### src/rtl/supmon_pkg.sv
package supmon_pkg;
  localparam int NSRC     = 3;
  localparam int SRC_POR  = 0;
  localparam int SRC_NRDY = 1;
  localparam int SRC_LVD  = 2;
  localparam int ADDR_W   = 2;
  localparam int DATA_W   = 8;
  localparam int THR_W    = 4;
  localparam int SYNC_N   = 2;

  typedef enum logic [ADDR_W-1:0] {
    REG_IEN  = 2'd0,
    REG_LVDC = 2'd1,
    REG_FLAG = 2'd2,
    REG_STAT = 2'd3
  } reg_addr_e;
endpackage

### src/rtl/supmon_sync.sv
module supmon_sync #(
  parameter int WIDTH  = 3,
  parameter int STAGES = 2
) (
  input  logic             clk_i,
  input  logic             rst_ni,
  input  logic [WIDTH-1:0] d_i,
  output logic [WIDTH-1:0] q_o
);
  logic [STAGES-1:0][WIDTH-1:0] stg_q;

  always_ff @(posedge clk_i or negedge rst_ni) begin
    if (!rst_ni) stg_q[0] <= '0;
    else         stg_q[0] <= d_i;
  end

  for (genvar s = 1; s < STAGES; s++) begin : g_stage
    always_ff @(posedge clk_i or negedge rst_ni) begin
      if (!rst_ni) stg_q[s] <= '0;
      else         stg_q[s] <= stg_q[s-1];
    end
  end

  assign q_o = stg_q[STAGES-1];
endmodule

### src/rtl/supmon_regs.sv
module supmon_regs
  import supmon_pkg::*;
(
  input  logic              clk_i,
  input  logic              rst_ni,
  input  logic              wr_en_i,
  input  logic [ADDR_W-1:0] addr_i,
  input  logic [DATA_W-1:0] wdata_i,
  input  logic [NSRC-1:0]   flags_i,
  output logic [NSRC-1:0]   irq_en_o,
  output logic              lvd_en_o,
  output logic [THR_W-1:0]  lvd_thr_o,
  output logic [DATA_W-1:0] rdata_o
);
  localparam int LVDC_W = THR_W + 1;

  logic sel_ien, sel_lvdc;
  assign sel_ien  = wr_en_i && (addr_i == REG_IEN);
  assign sel_lvdc = wr_en_i && (addr_i == REG_LVDC);

  always_ff @(posedge clk_i or negedge rst_ni) begin
    if (!rst_ni) begin
      irq_en_o  <= '0;
      lvd_en_o  <= 1'b0;
      lvd_thr_o <= '0;
    end else begin
      if (sel_ien)  irq_en_o <= wdata_i[NSRC-1:0];
      if (sel_lvdc) begin
        lvd_en_o  <= wdata_i[0];
        lvd_thr_o <= wdata_i[LVDC_W-1:1];
      end
    end
  end

  // flag word is read-only: no write path exists for REG_FLAG
  always_comb begin
    rdata_o = '0;
    unique case (addr_i)
      REG_IEN:  rdata_o[NSRC-1:0]   = irq_en_o;
      REG_LVDC: rdata_o[LVDC_W-1:0] = {lvd_thr_o, lvd_en_o};
      REG_FLAG: rdata_o[NSRC-1:0]   = flags_i;
      REG_STAT: rdata_o[1:0]        = {flags_i[SRC_LVD], flags_i[SRC_POR] | flags_i[SRC_NRDY]};
      default:  rdata_o = '0;
    endcase
  end


  flag_wr_noeffect_chk: assert property (@(posedge clk_i) disable iff (!rst_ni)
    (wr_en_i && addr_i == REG_FLAG) |=> ($stable(irq_en_o) && $stable(lvd_en_o) && $stable(lvd_thr_o)));
endmodule

### src/rtl/supmon_flags.sv
module supmon_flags
  import supmon_pkg::*;
(
  input  logic            clk_i,
  input  logic            rst_ni,
  input  logic [NSRC-1:0] cond_sync_i,
  input  logic            lvd_en_i,
  input  logic [NSRC-1:0] irq_en_i,
  output logic [NSRC-1:0] flags_o,
  output logic [NSRC-1:0] irq_o,
  output logic [NSRC-1:0] dma_o
);
  for (genvar i = 0; i < NSRC; i++) begin : g_flag
    if (i == SRC_LVD) begin : g_gated
      assign flags_o[i] = cond_sync_i[i] & lvd_en_i;
    end else begin : g_plain
      assign flags_o[i] = cond_sync_i[i];
    end
  end

  // registered so enable writes cannot glitch the outputs
  always_ff @(posedge clk_i or negedge rst_ni) begin
    if (!rst_ni) begin
      irq_o <= '0;
      dma_o <= '0;
    end else begin
      irq_o <= flags_o & irq_en_i;
      dma_o <= flags_o;
    end
  end


  irq_needs_en_chk: assert property (@(posedge clk_i) disable iff (!rst_ni)
    (irq_o & ~$past(irq_en_i)) == '0);

  irq_implies_dma_chk: assert property (@(posedge clk_i) disable iff (!rst_ni)
    (irq_o & ~dma_o) == '0);

  lvd_gate_chk: assert property (@(posedge clk_i) disable iff (!rst_ni)
    !$past(lvd_en_i) |-> !dma_o[SRC_LVD]);
endmodule

### src/rtl/supmon_irq_top.sv
module supmon_irq_top
  import supmon_pkg::*;
(
  input  logic              clk_i,
  input  logic              rst_ni,
  input  logic [NSRC-1:0]   cond_i,
  input  logic              wr_en_i,
  input  logic [ADDR_W-1:0] addr_i,
  input  logic [DATA_W-1:0] wdata_i,
  output logic [DATA_W-1:0] rdata_o,
  output logic              lvd_en_o,
  output logic [THR_W-1:0]  lvd_thr_o,
  output logic [NSRC-1:0]   irq_o,
  output logic [NSRC-1:0]   dma_o
);
  logic [NSRC-1:0] cond_sync, flags, irq_en;

  supmon_sync #(.WIDTH(NSRC), .STAGES(SYNC_N)) u_sync (
    .clk_i  (clk_i),
    .rst_ni (rst_ni),
    .d_i    (cond_i),
    .q_o    (cond_sync)
  );

  supmon_flags u_flags (
    .clk_i       (clk_i),
    .rst_ni      (rst_ni),
    .cond_sync_i (cond_sync),
    .lvd_en_i    (lvd_en_o),
    .irq_en_i    (irq_en),
    .flags_o     (flags),
    .irq_o       (irq_o),
    .dma_o       (dma_o)
  );

  supmon_regs u_regs (
    .clk_i     (clk_i),
    .rst_ni    (rst_ni),
    .wr_en_i   (wr_en_i),
    .addr_i    (addr_i),
    .wdata_i   (wdata_i),
    .flags_i   (flags),
    .irq_en_o  (irq_en),
    .lvd_en_o  (lvd_en_o),
    .lvd_thr_o (lvd_thr_o),
    .rdata_o   (rdata_o)
  );
endmodule

### config.mk
export PLATFORM = sky130hd
export DESIGN_NAME = supmon_irq_top
export DESIGN_NICKNAME = d
export VERILOG_FILES = /design/src/rtl/supmon_pkg.sv /design/src/rtl/supmon_sync.sv /design/src/rtl/supmon_regs.sv /design/src/rtl/supmon_flags.sv /design/src/rtl/supmon_irq_top.sv
export SDC_FILE = /design/constraint.sdc
export NUM_CORES = 1
export LEC_CHECK = 0
export ABC_CLOCK_PERIOD_IN_PS = 2800
export BUFFER_PORTS_ARGS = -buffer_cell sky130_fd_sc_hd__buf_2
export CAP_MARGIN = 40
export CORE_UTILIZATION = 30
export CTS_BUF_LIST = sky130_fd_sc_hd__clkbuf_8
export CTS_CLUSTER_DIAMETER = 150
export DETAILED_ROUTE_END_ITERATION = 16
export PLACE_DENSITY = 0.53
export SYNTH_ARGS = -nofsm -noshare
export SYNTH_HDL_FRONTEND = slang
export SYNTH_SLANG_ARGS = --single-unit
### constraint.sdc
create_clock -name clk_i -period 2.8 [get_ports clk_i]
set_clock_uncertainty 0.2 [all_clocks]
set_input_delay 0.42 -clock clk_i [delete_from_list [all_inputs] [get_ports clk_i]]
set_output_delay 0.42 -clock clk_i [all_outputs]
set_load 0.01 [all_outputs]
==> reports/results.env <==
OUTCOME='complete, no violations'
GLOBALROUTEOVERFLOWTOTAL=0
AREA_ADDED_BETWEEN_SYNTHESIS_AND_FINISH_PCT=24.9
FIN_WORST_HOLD_SLACK_NS=0.0682
GRT_PASS1_VIAS=491
NUM-NETS-FINAL=97
DIE_AREA_MM2=0.00296
POWERDENSITY_mW_PER_MM2=663
CTS_REPAIR_RESIZE_COUNT=0
AREA_TAKEN_BY_MULTI_INPUT_LOGIC_GATES_UM2=287
YOSYS_REGISTER_BITS=20
YS_WARN_COUNT=0
R2R_SETUP_SLACK_NS=1.79
SYNTHTOPCELLSBYCOUNT='20 x sky130_fd_sc_hd__dfrtp_1, 5 x sky130_fd_sc_hd__mux2_4, 4 x sky130_fd_sc_hd__mux2_2'
SYNTH-ASYNC-RESET-RATIO=1.00
DIE_W_UM=54.4
CTS_POST_SETUP_BUFFERS_INSERTED=0
POST_SYNTH_INSTANCE_AREA_UM2=825
NUM_VIAS=494
GLOBAL_ROUTE_WIRE_LENGTH_BEFORE_REPAIR_MM=2.09
ANTENNA_FOUND_INITIAL=0
ANTENNA_CELLS=0
FINAL_LAYOUT_SIZE_SUFFIX_GT1_FRAC=0.588
LAYOUT_WORST_PATH_CYCLE_SHARE=0.742
SYNTH_TOP_CELLS_BY_AREA='sky130_fd_sc_hd__dfrtp_1 61%, sky130_fd_sc_hd__mux2_4 9.1%, sky130_fd_sc_hd__mux2_2 5.5%'
STDCELL_AREA_MM2=0.00103
STARTING_DENSITY_OF_THE_CORE=0.324
MAX-VDD-IR-DROP_mV=0.369
CORE_REGION_AREA_MM2=0.00254
PLACEMENT_ROWS=18
I_O_PIN_COUNT=35
ROUTE.DETAILED.VIAS_PER_INST=4.49
CLK_LATENCY_NS=0.25
SYNTH_EDF_COUNT=0
CLK_TRANSITION_REPORTED_PATHS_NS=0.07
FINALWORSTPATHREQUIREDPERIOD_NS=2.08
CLKSINKCOUNT=20
CRIT_TYPE='register to output pin'
HP-CLASS='input pin to register'
SETUP_TOTAL_NEGATIVE_SLACK_NS=0
YOSYSMOSTFREQUENTCELL='sky130_fd_sc_hd__dfrtp_1'
NUMPORTBUFFERS=28
CLOCK_TREE.ROOT_CELL='sky130_fd_sc_hd__clkbuf_8'
CTS_BUFFER_DEPTH=2
SYNTH_AREA_LEADER_CELL='sky130_fd_sc_hd__dfrtp_1'
PLACED_CELL_AREA_UM2=965
LEAKAGEPOWER_nW=0.531
POST-SYNTH-TOP-AREA-FRACTION=0.607
SETUP_REPAIR_AFTER_GLOBAL_ROUTING_MISSED_ITS_MARGIN='false'
GRT_TOTAL_USAGE=0.106
CTS_TREE='built'
YS_TYPES=19
CP.REQUIRED_NS=2.18
GATE_COUNT_OF_THE_MAPPED_NETLIST=50
SETUP.WORST_PATH.START_CLASS='register'
REPORT.POWER.TOTAL_uW=683
CTS_BUF_COUNT=3
FINAL_UTIL=0.405
POST_SYNTH.CELL_AREA_AVG_UM2=16.5
ANTENNA_LEFT=0
FINAL.FILL_COUNT=260
CLOCK.FMAX_MHz=481
HOLD_VIOL_FINAL=0
DRV_CAP=0
SEQCELLAREA_UM2=500
DRTITER0DRC=2
CRITPATHARRIVALTIME_NS=1.46
REPORT.FINAL.SLEW_VIOL_COUNT=0
MAXIMUM_NUMBER_OF_PINS_ON_ONE_NET_BEFORE_GLOBAL_ROUTE_REPAIR=21
GP_CONGESTION=0.693
WL_PER_CELL_UM=12.1
DRT-PASS1-ITER-COUNT=3
WIRE_LENGTH_AFTER_DETAILED_ROUTING_MM=1.33
POST-ROUTE-DRC-COUNT=0
TIMING.CRITICAL_PATH.FANOUT_MAX=6
SYNTH.YOSYS.SEQ_AREA_SHARE=0.607
SETUP_VIOL=0
DIE_HEIGHT_UM=54.4
CRITPATHCAPTURETYPE='output pin'
SYNTH_FF_TYPE='sky130_fd_sc_hd__dfrtp_1'
CTSHTREEMAXLEVEL=1
[sequential cells by signal (all words and copies together), names as in the netlist]
signal and flops:
u_flags.dma_o 3, u_flags.irq_o 3, u_regs.irq_en_o 3, u_regs.lvd_en_o 1, u_regs.lvd_thr_o 4, u_sync.q_o 3, u_sync.stg_q 3
[cells in the final DEF, fill, tap and decap left out, types with 2 or more instances in the layout]
master and instances:
sky130_fd_sc_hd__and2_1 2, sky130_fd_sc_hd__and3b_2 2, sky130_fd_sc_hd__buf_2 28, sky130_fd_sc_hd__clkbuf_8 4
sky130_fd_sc_hd__conb_1 3, sky130_fd_sc_hd__dfrtp_1 20, sky130_fd_sc_hd__mux2_2 4, sky130_fd_sc_hd__mux2_4 5
[worst paths after layout]
check,startpoint,endpoint,cells after the start
setup reg to reg,u_regs.lvd_en_o,u_regs.lvd_en_o,1
hold reg to reg,u_sync.stg_q[1],u_sync.q_o[1],0
hold / removal,cond_i[2],u_sync.stg_q[2],1
max in group asynchronous,rst_ni,u_sync.stg_q[2],2
setup / recovery,u_regs.lvd_en_o,rdata_o[1],3
min in group asynchronous,rst_ni,u_regs.irq_en_o[2],2
[through the flow]
stage	cells	setup WS [ns]
2_1_floorplan	52	1.11
3_3_place_gp	105	0.750
3_5_place_dp	105	0.771
4_1_cts	110	0.713
5_1_grt	110	0.662
6_report	110	0.722
[layer usage]
layer / wire length, um / up-vias / share of wire / GRT usage
li1: - / 230 / - / -
met1: 548 / 240 / 0.41 / 0.117
met2: 662 / 20 / 0.50 / 0.171
met3: 89 / 4 / 0.067 / 0.0306
met4: 28 / 0 / 0.021 / 0.0769
met5: 0 / - / 0 / 0
[cell type report]
cell class,instances,share of cell area
clock buffers,4,0.0535
multi-input cells,27,0.278
flip-flops and latches,20,0.486
well taps,30,0.0365
repair buffers,29,0.146
[power breakdown]
part	total (mW)	switching (mW)	internal, mW
Combinational	0.126	0.0544	0.0711
Sequential	0.344	0.0211	0.323
Clock	0.213	0.0884	0.125
Total	0.683	0.164	0.519
[cells by family (layout without fill, tap and decap cells)]
kind of cell | after synthesis | after routing | synth area share
compound gates | 2 | 2 | 0.0212
buf+inv | 5 | 33 | 0.0546
simple gates | 12 | 12 | 0.140
flops | 20 | 20 | 0.607
mux | 10 | 10 | 0.173
other cells | 1 | 3 | 0.00455
[timing repair]
item,in CTS,in global routing
hold buffers,1,0
endpoints found under the setup margin,0,0
hold endpoints to repair,20,0
[worst max-delay path, stage by stage (launching register included)]
cell and delay [ns]:
sky130_fd_sc_hd__dfrtp_1 0.43, sky130_fd_sc_hd__and2_4 0.17, sky130_fd_sc_hd__mux4_2 0.45, sky130_fd_sc_hd__buf_2 0.15
No activity file was read; power rests on OpenSTA's default activity.
